===== config.mk =====
export PLATFORM = sky130hd
export DESIGN_NAME = pq_parity_gen
export DESIGN_NICKNAME = d
export VERILOG_FILES = /design/src/rtl/pq_pkg.sv /design/src/rtl/pq_gf_mul.sv /design/src/rtl/pq_lane.sv /design/src/rtl/pq_parity_gen.sv
export SDC_FILE = /design/constraint.sdc
export NUM_CORES = 2
export LEC_CHECK = 0
export BUFFER_PORTS_ARGS = -buffer_cell sky130_fd_sc_hd__buf_2
export CAP_MARGIN = 20
export CORE_MARGIN = 1
export CORE_UTILIZATION = 55
export CTS_CLUSTER_SIZE = 16
export DETAILED_ROUTE_END_ITERATION = 16
export PLACE_DENSITY_LB_ADDON = 0.05
export RECOVER_POWER = 100
export SKIP_CTS_REPAIR_TIMING = 1
export SLEW_MARGIN = 20
export SYNTH_ARGS = -nofsm -noshare
export SYNTH_HDL_FRONTEND = slang
export SYNTH_SLANG_ARGS = --single-unit
export TNS_END_PERCENT = 1

===== constraint.sdc =====
create_clock -name clk -period 5.59 [get_ports clk]
set_clock_uncertainty 0.2 [all_clocks]
set_input_delay 1.118 -clock clk [delete_from_list [all_inputs] [get_ports clk]]
set_output_delay 1.118 -clock clk [all_outputs]
set_load 0.1 [all_outputs]

===== src/rtl/pq_pkg.sv =====
package pq_pkg;

    typedef enum logic [1:0] {
        ST_IDLE,
        ST_STREAM,
        ST_FINISH
    } pq_state_e;

    typedef enum logic [2:0] {
        M_XOR_GEN,
        M_XOR_CHK,
        M_PQ_GEN,
        M_PQ_CHK,
        M_UPD,
        M_BAD
    } pq_mode_e;

    function automatic pq_mode_e op_to_mode(input logic [7:0] op);
        pq_mode_e m;
        case (op)
            8'h87:   m = M_XOR_GEN;
            8'h88:   m = M_XOR_CHK;
            8'h89:   m = M_PQ_GEN;
            8'h8A:   m = M_PQ_CHK;
            8'h8B:   m = M_UPD;
            default: m = M_BAD;
        endcase
        return m;
    endfunction

endpackage


===== src/rtl/pq_gf_mul.sv =====
module pq_gf_mul #(
    parameter logic [7:0] POLY_LOW = 8'h1D
) (
    input  logic [7:0] a,
    input  logic [7:0] b,
    output logic [7:0] y
);

    logic [7:0] sh;

    // shift-and-add multiply, reducing after every doubling
    always_comb begin
        y  = 8'h00;
        sh = a;
        for (int i = 0; i < 8; i++) begin
            if (b[i]) y = y ^ sh;
            sh = {sh[6:0], 1'b0} ^ (sh[7] ? POLY_LOW : 8'h00);
        end
    end

endmodule


===== src/rtl/pq_lane.sv =====
module pq_lane #(
    parameter int         NSRC     = 8,
    parameter logic [7:0] POLY_LOW = 8'h1D
) (
    input  logic [NSRC*8-1:0] src,
    input  logic [NSRC*8-1:0] coef,
    input  logic [NSRC-1:0]   en,
    input  logic [7:0]        base_p,
    input  logic [7:0]        base_q,
    output logic [7:0]        p,
    output logic [7:0]        q
);

    logic [NSRC*8-1:0] prod;

    for (genvar s = 0; s < NSRC; s++) begin : g_mul
        pq_gf_mul #(.POLY_LOW(POLY_LOW)) u_mul (
            .a (src[s*8 +: 8]),
            .b (coef[s*8 +: 8]),
            .y (prod[s*8 +: 8])
        );
    end

    always_comb begin
        p = base_p;
        q = base_q;
        for (int s = 0; s < NSRC; s++) begin
            if (en[s]) begin
                p = p ^ src[s*8 +: 8];
                q = q ^ prod[s*8 +: 8];
            end
        end
    end

endmodule


===== src/rtl/pq_parity_gen.sv =====
module pq_parity_gen
    import pq_pkg::*;
#(
    parameter int         NSRC     = 8,
    parameter int         LANES    = 4,
    parameter logic [7:0] POLY_LOW = 8'h1D,
    localparam int        CNTW     = $clog2(NSRC),
    localparam int        BW       = LANES * 8,
    localparam int        CW       = NSRC * 8
) (
    input  logic               clk,
    input  logic               rst_n,
    input  logic               cmd_valid,
    input  logic [7:0]         cmd_op,
    input  logic [CNTW-1:0]    cmd_cnt,
    input  logic               cmd_pdis,
    input  logic               cmd_qdis,
    input  logic [CW-1:0]      cmd_coef,
    input  logic [7:0]         cmd_upd_coef,
    output logic               busy,
    input  logic               beat_valid,
    input  logic               beat_last,
    input  logic [NSRC*BW-1:0] beat_src,
    input  logic [BW-1:0]      beat_oldp,
    input  logic [BW-1:0]      beat_oldq,
    output logic [BW-1:0]      p_out,
    output logic               p_out_valid,
    output logic [BW-1:0]      q_out,
    output logic               q_out_valid,
    output logic               done,
    output logic               err,
    output logic               p_mismatch,
    output logic               q_mismatch
);

    pq_state_e         state_q, state_n;
    pq_mode_e          mode_q, cmd_mode;
    logic              pdis_q, qdis_q, err_q, pmis_q, qmis_q;
    logic [CW-1:0]     coef_q, coef_n;
    logic [NSRC-1:0]   en_q, en_n;
    logic              accept, cmd_empty, beat_take;
    logic              use_q, writes, checks, fold, want_p, want_q;
    logic [BW-1:0]     p_calc, q_calc;

    assign cmd_mode  = op_to_mode(cmd_op);
    assign accept    = cmd_valid && (state_q == ST_IDLE);
    assign beat_take = beat_valid && (state_q == ST_STREAM);

    // a generate command whose outputs are all suppressed has nothing to do
    always_comb begin
        unique case (cmd_mode)
            M_XOR_GEN:      cmd_empty = cmd_pdis;
            M_PQ_GEN, M_UPD: cmd_empty = cmd_pdis && cmd_qdis;
            default:        cmd_empty = 1'b0;
        endcase
    end

    always_comb begin
        for (int i = 0; i < NSRC; i++) en_n[i] = (i <= int'(cmd_cnt));
        coef_n = cmd_coef;
        if (cmd_mode == M_UPD) begin
            en_n   = NSRC'(1);
            coef_n = {{(CW-8){1'b0}}, cmd_upd_coef};
        end
    end

    // state register
    always_ff @(posedge clk) begin
        if (!rst_n) state_q <= ST_IDLE;
        else        state_q <= state_n;
    end

    always_comb begin
        state_n = state_q;
        unique case (state_q)
            ST_IDLE: if (accept)
                state_n = (cmd_mode == M_BAD || cmd_empty) ? ST_FINISH : ST_STREAM;
            ST_STREAM: if (beat_valid && beat_last)
                state_n = ST_FINISH;
            ST_FINISH: state_n = ST_IDLE;
            default:   state_n = ST_IDLE;
        endcase
    end

    // command capture
    always_ff @(posedge clk) begin
        if (!rst_n) begin
            mode_q <= M_BAD;
            pdis_q <= 1'b1;
            qdis_q <= 1'b1;
            err_q  <= 1'b0;
            coef_q <= '0;
            en_q   <= '0;
        end else if (accept) begin
            mode_q <= cmd_mode;
            pdis_q <= cmd_pdis;
            qdis_q <= cmd_qdis;
            err_q  <= (cmd_mode == M_BAD);
            coef_q <= coef_n;
            en_q   <= en_n;
        end
    end

    assign use_q  = (mode_q == M_PQ_GEN) || (mode_q == M_PQ_CHK) || (mode_q == M_UPD);
    assign writes = (mode_q == M_XOR_GEN) || (mode_q == M_PQ_GEN) || (mode_q == M_UPD);
    assign checks = (mode_q == M_XOR_CHK) || (mode_q == M_PQ_CHK);
    assign fold   = (mode_q == M_UPD);
    assign want_p = !pdis_q;
    assign want_q = !qdis_q && use_q;

    for (genvar l = 0; l < LANES; l++) begin : g_lane
        logic [CW-1:0] lane_src;
        for (genvar s = 0; s < NSRC; s++) begin : g_pick
            assign lane_src[s*8 +: 8] = beat_src[(s*LANES + l)*8 +: 8];
        end
        pq_lane #(.NSRC(NSRC), .POLY_LOW(POLY_LOW)) u_lane (
            .src    (lane_src),
            .coef   (coef_q),
            .en     (en_q),
            .base_p (fold ? beat_oldp[l*8 +: 8] : 8'h00),
            .base_q (fold ? beat_oldq[l*8 +: 8] : 8'h00),
            .p      (p_calc[l*8 +: 8]),
            .q      (q_calc[l*8 +: 8])
        );
    end

    // result and check registers
    always_ff @(posedge clk) begin
        if (!rst_n) begin
            p_out       <= '0;
            q_out       <= '0;
            p_out_valid <= 1'b0;
            q_out_valid <= 1'b0;
            pmis_q      <= 1'b0;
            qmis_q      <= 1'b0;
        end else begin
            p_out_valid <= beat_take && writes && want_p;
            q_out_valid <= beat_take && writes && want_q;
            if (beat_take) begin
                p_out <= p_calc;
                q_out <= q_calc;
            end
            if (accept) begin
                pmis_q <= 1'b0;
                qmis_q <= 1'b0;
            end else if (beat_take && checks) begin
                pmis_q <= pmis_q | (want_p && (p_calc != beat_oldp));
                qmis_q <= qmis_q | (want_q && (q_calc != beat_oldq));
            end
        end
    end

    // state-decoded outputs
    always_comb begin
        unique case (state_q)
            ST_IDLE:   begin busy = 1'b0; done = 1'b0; end
            ST_STREAM: begin busy = 1'b1; done = 1'b0; end
            ST_FINISH: begin busy = 1'b1; done = 1'b1; end
            default:   begin busy = 1'b0; done = 1'b0; end
        endcase
        err        = done && err_q;
        p_mismatch = done && pmis_q;
        q_mismatch = done && qmis_q;
    end

endmodule


### Word level (Yosys, flattened, before mapping)

Cells that the tools add are included.

* $lt $le $gt $ge: 7
* equality and inequality tests: 18
* mux-type cells: 562
* bitwise logic cells: 515
* reduce and logical (&&, ||, !) cells: 29

Operators with widths (number)
* 8-bit two-way mux: 329
* 8-bit XOR: 288
* 8-bit by 5-bit XOR with 8-bit output: 224
* 5-bit two-way mux: 224
* 64-bit two-way mux: 1
* 32-bit != test: 2
* 8-bit == test, second input constant: 5
* 3-bit one-hot mux with 5 select lines: 1
* 1-bit logical AND: 14
* 3-bit <= comparator, first input constant: 4
* 3-bit by 2-bit == test with 1-bit output, second input constant: 3
* 3-bit == test, second input constant: 3
* 2-bit by 3-bit <= comparator with 1-bit output, first input constant: 2
* 3-bit logical NOT: 2
* 1-bit logical OR: 6
* 2-bit two-way mux: 3
* 2-bit OR reduction: 3
* 2-bit one-hot mux with 2 select lines: 1
* 3-bit by 1-bit == test with 1-bit output, second input constant: 1
* 1-bit by 3-bit <= comparator with 1-bit output, first input constant: 1
* 2-bit by 1-bit == test with 1-bit output, second input constant: 1
* 2-bit == test, second input constant: 1
* 1-bit logical NOT: 2
* 2-bit logical NOT: 1
* other kinds (7): 9

* flip-flop bits (word level): 148
* word-level logic and storage cells: 1144

### Depth between registers and ports, before layout

* word-level depth: 35
* depth in mapped cells: 17
* gate-level depth less buffers: 13

### Modules after synthesis

From an unflattened synthesis, not the netlist that was laid out.

* cell total of the unflattened synthesis: 7255
* area total of the unflattened synthesis: 52735.6 um2

Modules (own cells, without submodules)
* pq_gf_mul: instances 32, cells an instance 173, area each 1224.9 um2
* pq_lane: instances 4, cells an instance 256, area each 1831.8 um2
* pq_parity_gen: instances 1, cells an instance 695, area each 6211.0 um2

### Worst setup path before layout

Ideal clock, no wire load.

* path kind: input -> register
* start: input port beat_src[26]
* end: register qmis_q
* arrival: 4.832 ns
* path slack: 0.427 ns
* cell stages on the path: 14
* path buffers: 1
* cell sequence: buf_6 > xor3_2 > xnor2_1 > nor2_2 > xnor3_1 > xnor3_1 > nor2_1 > xnor3_1 > xor3_1 > xnor3_1 > a221o_1 > a2111o_1 > nor4_1 > a31oi_1

* cells in the longest elaborated chain, start to end: 34
* elaborated cells on any way between the ends: 42
* classes of those cells: 1 x eq/ne; 17 x mux; 23 x bitwise; 1 x reduce/logical

Ends and longest elaborated chain
* start, declared: RTL line pq_parity_gen.sv:23 `input logic [NSRC*BW-1:0] beat_src,`
* 8-bit two-way mux or 8-bit by 5-bit XOR with 8-bit output (tied branches): RTL line pq_gf_mul.sv:16, pq_gf_mul.sv:17
* 8-bit XOR: RTL line pq_gf_mul.sv:16 `if (b[i]) y = y ^ sh;`
* 8-bit two-way mux: RTL line pq_gf_mul.sv:16
* 8-bit XOR: RTL line pq_gf_mul.sv:16
* 8-bit two-way mux: RTL line pq_gf_mul.sv:16
* 8-bit XOR: RTL line pq_gf_mul.sv:16
* 8-bit two-way mux: RTL line pq_gf_mul.sv:16
* 8-bit XOR: RTL line pq_gf_mul.sv:16
* [18 not listed]
* 8-bit two-way mux (*): RTL line pq_lane.sv:28 `if (en[s]) begin`
* 8-bit XOR: RTL line pq_lane.sv:30 `q = q ^ prod[s*8 +: 8];`
* 8-bit two-way mux (*): RTL line pq_lane.sv:28
* 8-bit XOR: RTL line pq_lane.sv:30
* 8-bit two-way mux (*): RTL line pq_lane.sv:28
* 32-bit != test (*): RTL line pq_parity_gen.sv:148 `qmis_q <= qmis_q | (want_q && (q_calc != beat_oldq));`
* 1-bit logical AND (*): RTL line pq_parity_gen.sv:148
* 1-bit bitwise OR (*): RTL line pq_parity_gen.sv:148
* end signal, assigned: RTL line pq_parity_gen.sv:148
* end, declared: RTL line pq_parity_gen.sv:38 `logic pdis_q, qdis_q, err_q, pmis_q, qmis_q;`

Every way passes the cells marked *; elsewhere a longest branch is shown, timed or not.
A chain may end at the register's enable or synchronous reset.

### Final worst setup path

* start: input port rst_n
* end: register p_out[2]

RTL lines
* start, declared: RTL line pq_parity_gen.sv:12 `input logic rst_n,`
* end signal, assigned: RTL line pq_parity_gen.sv:140 `p_out <= p_calc;`
* end, declared: RTL line pq_parity_gen.sv:26 `output logic [BW-1:0] p_out,`

No word-level cell between the ends.

==> results.md <==
- GPL Wtd Cong: 1.04
- Critical path required time: 5620 ps
- Layout cells sized above 1: 11.3%
- Synth-to-Final Area Change: 8.66%
- Vias: 52,000
- Met1 GRT Util: 58.0%
- Internal power: 0.00556 W
- Clock sink count: between 100 and 150
- Total gr overflow: 0
- Final WL: around 220,000 µm
- Status: complete, but fails checks
- Drt pass-1 iters: 6
- Antenna violations before repair: 37
- Sw power: 0.00549 W
- Startpoint Class: primary input
- Sequential cell area fraction in the yosys report: 5.59%
- Synth top area cells: xnor2_1, nand2_1, xor2_1
- Fin crit share: 90.9%
- WHS Path Cells: 1
- Worst-path clk slew: 70 ps
- GRT busiest layer: met2
- H-tree level count: 4
- Total CTS buffers: 17
- Syn Inst Count: 7,396
- Worst setup path class: in -> reg
- Worst Hold End: p_out_valid
- CTS Buffer Depth: 2
- R2r worst-path depth: 9
- CP max FO: 76
- Global Route Usage Sum: 44.6%
- Top-count cell post-synth: nand2_1
- Sum Neg Setup Slack: 0 ps
- Clk Tree Root Cell: clkbuf_16
- Peak supply drop: 0.241 mV
- Final Hold Viols: 0
- HP Class: reg -> reg
- Worst R2R End: coef_q[29]
- Hold wc startpoint: pdis_q
- R2R setup slack: between 500 and 600 ps
- Vias in the first global route: 47,200
- Post-place instance area: 0.0570 mm²
- Pwr Density: ~190 mW/mm²
- Ys async rst share: 0%
- Grt met3 use: 8.27%
- Die area: just under 0.1 mm²
- Via-to-Cell Ratio: 5.88
- Worst EP arrival: 5110 ps
- Main synth FF type: dfxtp_1
- Die Y: 312 µm
- Number of synthesized register bits: 148
- Port Buffers: 480
- Clock latency on the worst-skew pair: approximately 570 ps
- # nets final: 7,955
- Max-Cap Viols: 3
- RSZ-0062 raised after global routing: false
- Syn_area_per_cell: 7.16 µm²
- Fin Hold WS: 281 ps
- Failing checks: capacitance limit, slew limit
- Net Sw Frac: 49.7%
- Post-synth EDFFs: 0
- Wire length per cell: around 25 µm
- Synth warn: 0
- Met2 GRT Util: 66.8%
- Synth unique cells: 77
- Combinational share of power: 76.3%
- Core outline area: 0.0952 mm²
- Largest net degree at the start of global routing: 77
- First-iteration detailed-routing DRC count: 6,636
- Initial cell density of the core: a little under three fifths
- # DRC: 0
- Slew Viols, Final: 175
- First-pass GRT wire length: 324,000 µm
- Antenna Nets Post-Route: 0
- DP HPWL: between 150,000 and 200,000 µm
- Final setup vio count: 0
- Flop pwr share: 11.1%
- Placement Rows: 113
- Clk pwr share: around 13%
- Least-Margin Pin Slew: about 4700 ps
- Cell Area, Synth: 0.0530 mm²
- Fmax: roughly 200 MHz
- Minimum clock period: 5080 ps
- Synth area leader: xnor2_1
- Crit path capture type: register
- Most frequent cells after synthesis: nand2_1, xnor2_1, xor2_1, clkbuf_1, nor2_1
- Lkg Pwr: 22.1 nW
- Die X: approximately 310 µm
- Final Cell Area: approximately 0.058 mm²
- Slew HR: -217%
- CTS tree: built
- Post-synth top area share: between 20% and 30%
- Boundary pin count: 481
- Syn_nets: 7,809
- R2r startpoint: state_q[1]
logic make-up (layout without fill, tap and decap cells):
| kind of cell | Yosys count | count (layout) | synth area share (%) |
|---|---|---|---|
| xor gates and xnor gates | 2762 | 2762 | 54.0 |
| AOI/OAI and AO/OA | 747 | 747 | 9.30 |
| buffers and inverters | 742 | 900 | 5.30 |
| adders and majority gates | 3 | 3 | 0.0708 |
| muxes | 225 | 225 | 4.38 |
| and+or+nand+nor | 2769 | 2769 | 21.4 |
| other | 0 | 26 | 0 |
| DFF | 148 | 148 | 5.59 |
critical path, stage by stage:
cell        delay (ps)
clkbuf_1           210
clkinvlp_2         190
clkbuf_1          3330
nor2_1             200
per-stage QoR:
stage	cells	power [W]	setup WS [ps]	utilization, %
final	8845	0.0110	511	60.5
after global routing	8834	0.0115	414	60.5
after CTS	8819	0.0109	642	60.6
after detailed placement	8788	0.00943	102	59.9
after global placement	8788	0.00939	145	59.9
after floorplan	7396	0.00714	427	-
power groups by stage:
stage / clock network (W) / registers (W) / logic [W]
floorplan: 0 / 0.00114 / 0.00600
finish: 0.00139 / 0.00122 / 0.00843
CTS: 0.00139 / 0.00122 / 0.00824
global route: 0.00141 / 0.00123 / 0.00885
detailed placement: 0 / 0.00124 / 0.00819
global placement: 0 / 0.00124 / 0.00814
per-layer routing:
| layer | vias to the layer above | part of all wire, % |
|---|---|---|
| met4 | 26 | 7.9 |
| met3 | 558 | 10 |
| met5 | - | 0.13 |
| met2 | 2888 | 43 |
| met1 | 24600 | 39 |
| li1 | 23900 | - |
how the worst max path moves through the flow:
stage / startpoint / endpoint / slack, ps / depth (start not counted)
after floorplan: beat_src[26] / qmis_q / 430 / 14
after global placement: beat_src[26] / qmis_q / 150 / 14
after detailed placement: beat_src[26] / qmis_q / 100 / 14
after CTS: beat_src[26] / qmis_q / 640 / 14
after global routing: state_q[1] / coef_q[34] / 410 / 9
final: rst_n / p_out[2] / 510 / 4
layout make-up:
type                    instances  area (µm²)
clock inverters                11         150
diodes                         26        65.1
repair buffers                804        4870
multi-input cells            6506       47200
flip-flops and latches        148        2970
fillers                      9227       37600
clock buffers                  20         457
inverters                      65         245
well taps                    1265        1580
flip-flops by register name (all words and copies together), names as in the netlist:
| register | cells |
|---|---|
| coef_q | 64 |
| p_out | 32 |
| q_out | 32 |
| en_q | 8 |
| mode_q | 3 |
| state_q | 2 |
| err_q | 1 |
| p_out_valid | 1 |
| pdis_q | 1 |
| pmis_q | 1 |
| q_out_valid | 1 |
| qdis_q | 1 |
| qmis_q | 1 |
layout by cell type (no fill, tap or decap), types with 21 or more instances in the layout:
master and n:
nor2_1 303, nand2_1 2095, nor3_1 33, o21ai_0 193, inv_1 53, a22o_1 46
xor3_1 62, buf_4 310, nand3b_1 21, nand3_1 40, xor2_1 785, buf_2 407
dfxtp_1 139, xnor2_1 1663, nand2b_1 84, mux2_2 54, clkbuf_1 77, mux2i_1 171
a22oi_1 162, a211oi_1 25, nor2b_1 74, diode_2 26, a221oi_1 31, a21oi_1 157
xnor3_1 251
(Power assumes the default switching activity.)
